[src/rtl/cmp_pkg.sv]
package cmp_pkg;

    localparam int NUM_PIPES = 2;
    localparam int CH_W      = 8;
    localparam int PIX_W     = 32;
    localparam int RGB_W     = 24;

    // One colour channel: (a*top + (255-a)*bot + 127) / 255
    function automatic logic [CH_W-1:0] mix8(input logic [7:0] a,
                                             input logic [7:0] top,
                                             input logic [7:0] bot);
        logic [16:0] acc;
        acc = 17'(a) * 17'(top) + 17'(8'hFF - a) * 17'(bot) + 17'd127;
        return 8'(acc / 17'd255);
    endfunction

    function automatic logic [RGB_W-1:0] mix_rgb(input logic [7:0]       a,
                                                 input logic [RGB_W-1:0] top,
                                                 input logic [RGB_W-1:0] bot);
        logic [RGB_W-1:0] res;
        for (int c = 0; c < 3; c++)
            res[c*CH_W +: CH_W] = mix8(a, top[c*CH_W +: CH_W], bot[c*CH_W +: CH_W]);
        return res;
    endfunction

    function automatic logic [7:0] scale_alpha(input logic [7:0] pa,
                                               input logic [7:0] ga,
                                               input logic       use_ga);
        return use_ga ? 8'((16'(pa) * 16'(ga)) / 16'd255) : pa;
    endfunction

endpackage

[src/rtl/cmp_layer_cover.sv]
module cmp_layer_cover
    import cmp_pkg::*;
#(
    parameter int CW = 12
) (
    input  logic             en,
    input  logic [CW-1:0]    sx,
    input  logic [CW-1:0]    sy,
    input  logic [CW-1:0]    x0,
    input  logic [CW-1:0]    y0,
    input  logic [CW-1:0]    w,
    input  logic [CW-1:0]    h,
    input  logic [7:0]       pix_alpha,
    input  logic [7:0]       galpha,
    input  logic             galpha_en,
    output logic             hit,
    output logic [7:0]       eff_alpha
);
    localparam int EW = CW + 1;

    logic in_x, in_y;

    always_comb begin
        in_x      = (EW'(sx) >= EW'(x0)) && (EW'(sx) < EW'(x0) + EW'(w));
        in_y      = (EW'(sy) >= EW'(y0)) && (EW'(sy) < EW'(y0) + EW'(h));
        hit       = en && in_x && in_y;
        eff_alpha = scale_alpha(pix_alpha, galpha, galpha_en);
    end
endmodule

[src/rtl/cmp_pipe_pick.sv]
module cmp_pipe_pick #(
    parameter int NL      = 4,
    parameter int PRIO_W  = 2,
    parameter int PIPE_ID = 0
) (
    input  logic [NL-1:0]        hit,
    input  logic [NL-1:0]        pipe_sel,
    input  logic [NL*PRIO_W-1:0] prio,
    output logic [NL-1:0]        grant
);
    logic              found;
    logic [PRIO_W-1:0] best;

    always_comb begin
        grant = '0;
        found = 1'b0;
        best  = '0;
        for (int i = 0; i < NL; i++) begin
            if (hit[i] && (pipe_sel[i] == 1'(PIPE_ID))) begin
                // strictly greater keeps the lower index on a tie
                if (!found || (prio[i*PRIO_W +: PRIO_W] > best)) begin
                    grant = '0;
                    grant[i] = 1'b1;
                    best  = prio[i*PRIO_W +: PRIO_W];
                    found = 1'b1;
                end
            end
        end
    end
endmodule

[src/rtl/two_pipe_compositor.sv]
module two_pipe_compositor
    import cmp_pkg::*;
#(
    parameter int NUM_LAYERS = 4,
    parameter int CW         = 12,
    parameter int PRIO_W     = 2
) (
    input  logic                         clk,
    input  logic                         rst_n,
    input  logic                         in_valid,
    input  logic [CW-1:0]                scr_x,
    input  logic [CW-1:0]                scr_y,
    input  logic [NUM_LAYERS-1:0]        lay_en,
    input  logic [NUM_LAYERS*CW-1:0]     lay_x,
    input  logic [NUM_LAYERS*CW-1:0]     lay_y,
    input  logic [NUM_LAYERS*CW-1:0]     lay_w,
    input  logic [NUM_LAYERS*CW-1:0]     lay_h,
    input  logic [NUM_LAYERS*PRIO_W-1:0] lay_prio,
    input  logic [NUM_LAYERS-1:0]        lay_pipe,
    input  logic [NUM_LAYERS*8-1:0]      lay_galpha,
    input  logic [NUM_LAYERS-1:0]        lay_galpha_en,
    input  logic [NUM_LAYERS*32-1:0]     lay_pix,
    input  logic [23:0]                  bg_color,
    input  logic                         quirk_en,
    output logic                         out_valid,
    output logic [23:0]                  out_rgb
);
    logic [NUM_LAYERS-1:0] hit;
    logic [7:0]            eff_a [NUM_LAYERS];
    logic [NUM_LAYERS-1:0] grant [NUM_PIPES];

    genvar g;
    generate
        for (g = 0; g < NUM_LAYERS; g++) begin : g_layer
            cmp_layer_cover #(.CW(CW)) u_cover (
                .en        (lay_en[g]),
                .sx        (scr_x),
                .sy        (scr_y),
                .x0        (lay_x[g*CW +: CW]),
                .y0        (lay_y[g*CW +: CW]),
                .w         (lay_w[g*CW +: CW]),
                .h         (lay_h[g*CW +: CW]),
                .pix_alpha (lay_pix[g*PIX_W+24 +: 8]),
                .galpha    (lay_galpha[g*8 +: 8]),
                .galpha_en (lay_galpha_en[g]),
                .hit       (hit[g]),
                .eff_alpha (eff_a[g])
            );
        end
        for (g = 0; g < NUM_PIPES; g++) begin : g_pipe
            cmp_pipe_pick #(.NL(NUM_LAYERS), .PRIO_W(PRIO_W), .PIPE_ID(g)) u_pick (
                .hit      (hit),
                .pipe_sel (lay_pipe),
                .prio     (lay_prio),
                .grant    (grant[g])
            );
        end
    endgenerate

    // winner of each pipe
    logic [NUM_PIPES-1:0] win_hit;
    logic [RGB_W-1:0]     win_rgb  [NUM_PIPES];
    logic [7:0]           win_a    [NUM_PIPES];
    logic [PRIO_W-1:0]    win_prio [NUM_PIPES];

    always_comb begin
        for (int p = 0; p < NUM_PIPES; p++) begin
            win_hit[p]  = |grant[p];
            win_rgb[p]  = '0;
            win_a[p]    = '0;
            win_prio[p] = '0;
            for (int i = 0; i < NUM_LAYERS; i++) begin
                if (grant[p][i]) begin
                    win_rgb[p]  = lay_pix[i*PIX_W +: RGB_W];
                    win_a[p]    = eff_a[i];
                    win_prio[p] = lay_prio[i*PRIO_W +: PRIO_W];
                end
            end
        end
    end

    // first step: pipe 0 over background, with optional drop
    logic             p0_drop;
    logic [RGB_W-1:0] base_d;

    always_comb begin
        p0_drop = quirk_en && win_hit[0] && (win_prio[0] == '0) && (win_a[0] != 8'hFF);
        if (win_hit[0] && !p0_drop)
            base_d = mix_rgb(win_a[0], win_rgb[0], bg_color);
        else
            base_d = bg_color;
    end

    logic             s1_valid;
    logic [RGB_W-1:0] s1_base;
    logic             s1_p1_hit;
    logic [RGB_W-1:0] s1_p1_rgb;
    logic [7:0]       s1_p1_a;

    always_ff @(posedge clk or negedge rst_n) begin
        if (!rst_n) begin
            s1_valid  <= 1'b0;
            s1_base   <= '0;
            s1_p1_hit <= 1'b0;
            s1_p1_rgb <= '0;
            s1_p1_a   <= '0;
        end else begin
            s1_valid  <= in_valid;
            s1_base   <= base_d;
            s1_p1_hit <= win_hit[1];
            s1_p1_rgb <= win_rgb[1];
            s1_p1_a   <= win_a[1];
        end
    end

    // second step: pipe 1 over the first-step result
    always_ff @(posedge clk or negedge rst_n) begin
        if (!rst_n) begin
            out_valid <= 1'b0;
            out_rgb   <= '0;
        end else begin
            out_valid <= s1_valid;
            out_rgb   <= s1_p1_hit ? mix_rgb(s1_p1_a, s1_p1_rgb, s1_base) : s1_base;
        end
    end
endmodule

[config.mk]
export PLATFORM = sky130hd
export DESIGN_NAME = two_pipe_compositor
export DESIGN_NICKNAME = d
export VERILOG_FILES = /design/src/rtl/cmp_pkg.sv /design/src/rtl/cmp_layer_cover.sv /design/src/rtl/cmp_pipe_pick.sv /design/src/rtl/two_pipe_compositor.sv
export SDC_FILE = /design/constraint.sdc
export NUM_CORES = 2
export LEC_CHECK = 0
export BUFFER_PORTS_ARGS = -buffer_cell sky130_fd_sc_hd__buf_2
export CELL_PAD_IN_SITES_DETAIL_PLACEMENT = 1
export CELL_PAD_IN_SITES_GLOBAL_PLACEMENT = 2
export CORE_ASPECT_RATIO = 0.7
export CORE_UTILIZATION = 40
export CTS_CLUSTER_DIAMETER = 50
export DETAILED_ROUTE_END_ITERATION = 8
export HOLD_SLACK_MARGIN = 0.03
export PLACE_DENSITY_LB_ADDON = 0.08
export RECOVER_POWER = 50
export SYNTH_ARGS = -nofsm -noshare
export SYNTH_HDL_FRONTEND = slang
export SYNTH_SLANG_ARGS = --single-unit
[constraint.sdc]
create_clock -name clk -period 27.9 [get_ports clk]
set_input_delay 1.395 -clock clk [delete_from_list [all_inputs] [get_ports clk]]
set_output_delay 1.395 -clock clk [all_outputs]
set_load 0.02 [all_outputs]
# == Word level (Yosys, flattened, before mapping) ==
# Cells that the tools add are included.
# W data, S select, Z words.
# word_totals
register_bits,83
elab_cells,186
inputBits,424
# classes
bitwise,4
order_cmp,22
n_eq_ne,1
addsub,22
n_reduce_logical,44
mux,60
n_div,10
n_mul,16
# op_table
operator,count
$mux W24,10
$mul A8 B8 Y16,10
$add A12 B12 Y13,8
$lt A12 B13 Y1,8
$add A16 B17 Y17,6
$add A17 B7 Y17 const B,6
$div A17 B8 Y17 const B,6
$ge A12 B12 Y1,8
$mux W8,12
$mul A17 B8 Y17,4
$div A16 B8 Y16 const B,4
$mux W4,11
$mul A9 B9 Y17,2
$mux W2,15
$logic_and A1 B1 Y1,28
$sub A8 B8 Y9 const A,2
$gt A2 B2 Y1,6
$mux W1,12
$ne A8 B8 Y1 const B,1
$reduce_or A4 Y1,2
$logic_not A1 Y1,7
$logic_or A1 B1 Y1,6
$not A1 Y1,4
$logic_not A2 Y1,1

# == Longest topological paths before layout ==
# logic_depth
depth_word,29
mapped_depth,97
mapped_depth_nobuf,84

# == Hierarchy ==
# A second synthesis with hierarchy kept.
# unflattened
hier_cells,8861
area_unflattened_um2,69744.4
# modules_own_cells
mod,n_inst,area_each_um2,cells_per_inst,seq_area_each_um2
two_pipe_compositor,1,44996.9,5626,2077.0
cmp_layer_cover,4,6024.5,786,0.0
cmp_pipe_pick (g_pipe[0].u_pick),1,344.1,46,0.0
cmp_pipe_pick (g_pipe[1].u_pick),1,305.3,45,0.0

# == Worst setup path after synthesis ==
# Ideal clock, no wire load.
# synth_path
kind,in2reg
start,input port lay_pix[125]
end,register s1_base[0]
arrival_ns,21.469
stages,78
slack_ns,6.306
required_time_ns,27.775
path_cell_list,clkbuf_1 nand2_1 fa_1 inv_1 fa_1 inv_1 fa_1 inv_1 fa_1 ha_1 o21a_1 o21ai_1 a22oi_1 o221ai_1 nand2_1 or4_1 a221oi_1 o211ai_1 (+42 left out) a21o_1 nand4_1 a2111o_1 o2111ai_1 mux2_2 and4_4 a2111oi_4 nor4b_1 o211ai_1 a211oi_1 o21ai_0 ha_1 nor3_1 o31ai_1 nand3_1 o32ai_1 a32o_1 mux2_2
# synth_via
elab_chain_len,10
# synth_lines
element,line_no,source
"start, declared",two_pipe_compositor.sv:22,"input logic [NUM_LAYERS*32-1:0] lay_pix,"
$mul A8 B8 Y16,cmp_pkg.sv:29,return use_ga ? 8'((16'(pa) * 16'(ga)) / 16'd255) : pa;
$div A16 B8 Y16,cmp_pkg.sv:29,
$mux W8 (*),cmp_pkg.sv:29,
$mux W8 (*),two_pipe_compositor.sv:73,if (grant[p][i]) begin
$sub A8 B8 Y9,cmp_pkg.sv:13,acc = 17'(a) * 17'(top) + 17'(8'hFF - a) * 17'(bot) + 17'd127;
$mul A17 B8 Y17,cmp_pkg.sv:13,
$add A16 B17 Y17,cmp_pkg.sv:13,
$add A17 B7 Y17,cmp_pkg.sv:13,
$div A17 B8 Y17,cmp_pkg.sv:14,return 8'(acc / 17'd255);
$mux W24 (*),two_pipe_compositor.sv:88,if (win_hit[0] && !p0_drop)
net base_d[0],two_pipe_compositor.sv:84,logic [RGB_W-1:0] base_d;
"end signal, assigned",two_pipe_compositor.sv:109,s1_base <= base_d;
"end, declared",two_pipe_compositor.sv:95,logic [RGB_W-1:0] s1_base;
# The timed path passes the listed nets; every way through them passes the cells marked *.

# == Worst setup path in the final report ==
# layout_path
start,input port lay_pix[121]
end,register s1_base[8]
# The elaborated chain is that of the path after synthesis.

==> out/metrics.cfg <==
[sta]
fin_crit_sh=0.901
layout_min_cycle_time_ns=25.14
report.final.setup_viol=0
fmax_mhz=39.8
hold_vio_cnt_final=0
grt_setup_unrepaired=no
worstMarginPinSlew_ns=3.43
tns_ns=0
final_max_slew_viol_count=86
final.setup_skew_ns=0.0206
slew-limit-headroom=-1.29

[critical_path]
critPathRequiredTime_ns=28.19
critical_path.n_buffers_inverters=6
cpMaxStageDelayCell=xnor2_1
cp-start-kind=input port
crit_cells=72
timing.critical_path.fanout_max=33
worst-setup-path-type=input port to register
arrival_ns=25.44
critPathMaxStageDelay_ns=0.88
reg2regPathDepth=37
path_delay_family=compound AO/OA/AOI/OAI gates
critical-path-top-cell-by-count=fa_1
timing.critical_path.to_type=register

[logic_synthesis]
ys.warnings.count=0
synth-edff-count=0
asyncSetResetFlopFracSynth=1.00
seq_area_frac_synth=0.0293
postSynthAreaPerCell_sq_um=7.83
post_synth_num_cell_types=149
postSynth.topFlopCell=dfrtp_1
mappedNetlistArea_sq_um=70900
synth.ff_latch_count=83
syn-num-nets=11100
synth_cells=9058

[detailed_routing]
firstDrtPassIters=9
drtIter0Drc=4760
route.antenna.remaining_nets=0
route.final.wire_length_mm=258
vias_per_cell=5.91
detail_route.wl_per_cell_um=22.1
vias=68900
drc=36

[clock_tree]
cts_made_buffers=9
ctsRootBufferMaster=clkbuf_16
htree_num_levels=3
clk-insertion-delay-late_ns=0.42
number_of_instances_resized_during_post_cts_repair=0
clock_path_buffers=2
cts_setup_buffers=0
clkSlewWorstSetupHoldPaths_ns=0.08
tritoncts=done
cts_hold_buffers=0
cts.sink_count=83

[worst_hold_path]
hold-path-cell-count=0
worstHoldPathType=register to register

[grt]
antenna_found_initial=50
grt_overflow=0
grt_max_degree=59
grt_pass1_wl_mm=410
global_route.usage.total=0.284
via_count_of_the_first_global_routing_pass=71100

[layout]
layout-area-overhead-vs-synth_pct=6.80
final-seq-area_sq_um=2080
layout-drive-gt1-share=0.0901
finish.net_count=11300
fillerInstances=21700
footprint_of_the_multi_input_gates_sq_um=63200

[floorplanning]
fp.dieArea_sq_um=179000
core-area_sq_um=175000
floorplan.die.width_um=505
starting_density=0.405
top_level_ports=449
die_y_um=354
standard_cell_row_count=128

[run]
drv_cap=2

[placed_design]
gpl.final_weighted_congestion=0.903
place.detailed.hpwl_mm=218
port_buffers=448

[status]
outcome=finished with violations
failing_checks=design-rule violations, max-capacitance violations, max-slew violations

==> metal layers <==
layer / track usage / wire length, um / vias to the layer above
li1: - / - / 32200
met1: 0.438 / 132000 / 35000
met2: 0.429 / 110000 / 1525
met3: 0.0247 / 12000 / 154
met4: 0.0485 / 3900 / 4
met5: 0 / 22 / -
==> worst register-to-register path, delay by kind of cell, from the launching register on <==
| kind | cells | cell delay, ns |
|---|---|---|
| flip-flops | 1 | 0.33 |
| multiplexers | 1 | 0.21 |
| AO/OA/AOI/OAI | 15 | 5.30 |
| AND/OR/NAND/NOR | 10 | 3.80 |
| buffers and inverters | 4 | 0.68 |
| adder cells (fa/ha/maj) | 7 | 3.49 |
==> Yosys cell counts (all sizes together), types with 201 or more instances <==
| library cell | instances | area [sq um] |
|---|---|---|
| and2 | 419 | 2620 |
| nand2 | 791 | 2970 |
| nand2b | 220 | 1380 |
| o21ai | 345 | 1750 |
| a21o | 240 | 1800 |
| clkbuf | 201 | 757 |
| nand3 | 209 | 1080 |
| ha | 810 | 10100 |
| fa | 776 | 15500 |
| a21oi | 460 | 2350 |
| nor2 | 537 | 2040 |
| inv | 1208 | 4530 |
==> cell usage in the layout (no fill, tap or decap), types with 82 or more instances in the layout <==
| master | count |
|---|---|
| inv_1 | 1207 |
| ha_1 | 810 |
| nand2_1 | 790 |
| fa_1 | 776 |
| nor2_1 | 531 |
| a21oi_1 | 444 |
| buf_2 | 429 |
| and2_1 | 416 |
| o21ai_0 | 287 |
| a21o_1 | 239 |
| nand2b_1 | 219 |
| nand3_1 | 204 |
| xnor2_1 | 198 |
| nor2b_1 | 184 |
| nor3_1 | 179 |
| o21a_1 | 118 |
| and3_1 | 117 |
| a31oi_1 | 115 |
| xor2_1 | 106 |
| o211ai_1 | 102 |
| a211oi_1 | 91 |
| nand4_1 | 90 |
| dfrtp_1 | 82 |
==> sequential cells by signal (all words and copies together) (netlist names) <==
register and count:
out_rgb 24, out_valid 1, s1_base 24, s1_p1_a 8, s1_p1_hit 1, s1_p1_rgb 24, s1_valid 1
==> cells by family (layout without fill, tap and decap cells) <==
kind of cell,Yosys count,after routing,share of synthesized area
compound gates,2268,2268,0.230
buf+inv,1498,1723,0.0811
xor+xnor,309,309,0.0390
simple gates,3171,3171,0.236
mux,128,128,0.0205
fa+ha+maj,1601,1601,0.364
other cells,0,35,0
flops,83,83,0.0293
==> cell type report <==
type | instances | share of cell area
Antenna cell | 35 | 0.00116
Clock buffer | 10 | 0.00316
Tap cell | 2340 | 0.0387
Multi-Input combinational cell | 7477 | 0.835
Sequential cell | 83 | 0.0274
Clock inverter | 6 | 0.000710
Timing Repair Buffer | 498 | 0.0342
Inverter | 1209 | 0.0599
==> metrics by stage <==
step / util / worst slack (ns) / cells / instance area (sq um) / hold slack, ns
floorplan: - / 6.31 / 9058 / 70900 / 0.331
global placement: 0.431 / 3.39 / 11600 / 75400 / 0.336
detailed placement: 0.431 / 2.65 / 11600 / 75400 / 0.345
CTS: 0.432 / 2.99 / 11600 / 75700 / 0.363
global route: 0.433 / 1.01 / 11700 / 75700 / 0.374
finish: 0.433 / 2.76 / 11700 / 75700 / 0.363
==> path summary, 6_finish.rpt <==
| check | from | end | slack [ns] |
|---|---|---|---|
| setup / recovery | lay_pix[121] | s1_base[8] | 2.76 |
| hold / removal | s1_valid | out_valid | 0.36 |
| setup reg to reg | s1_p1_a[1] | out_rgb[8] | 14.03 |
| hold reg to reg | s1_valid | out_valid | 0.36 |
| max in group asynchronous | rst_n | s1_p1_rgb[22] | 22.09 |
| min in group asynchronous | rst_n | out_rgb[13] | 1.63 |
Power is left out: the tool's default activity adds up to more than one toggle a clock period on the data nets, which glitch-free logic cannot reach.
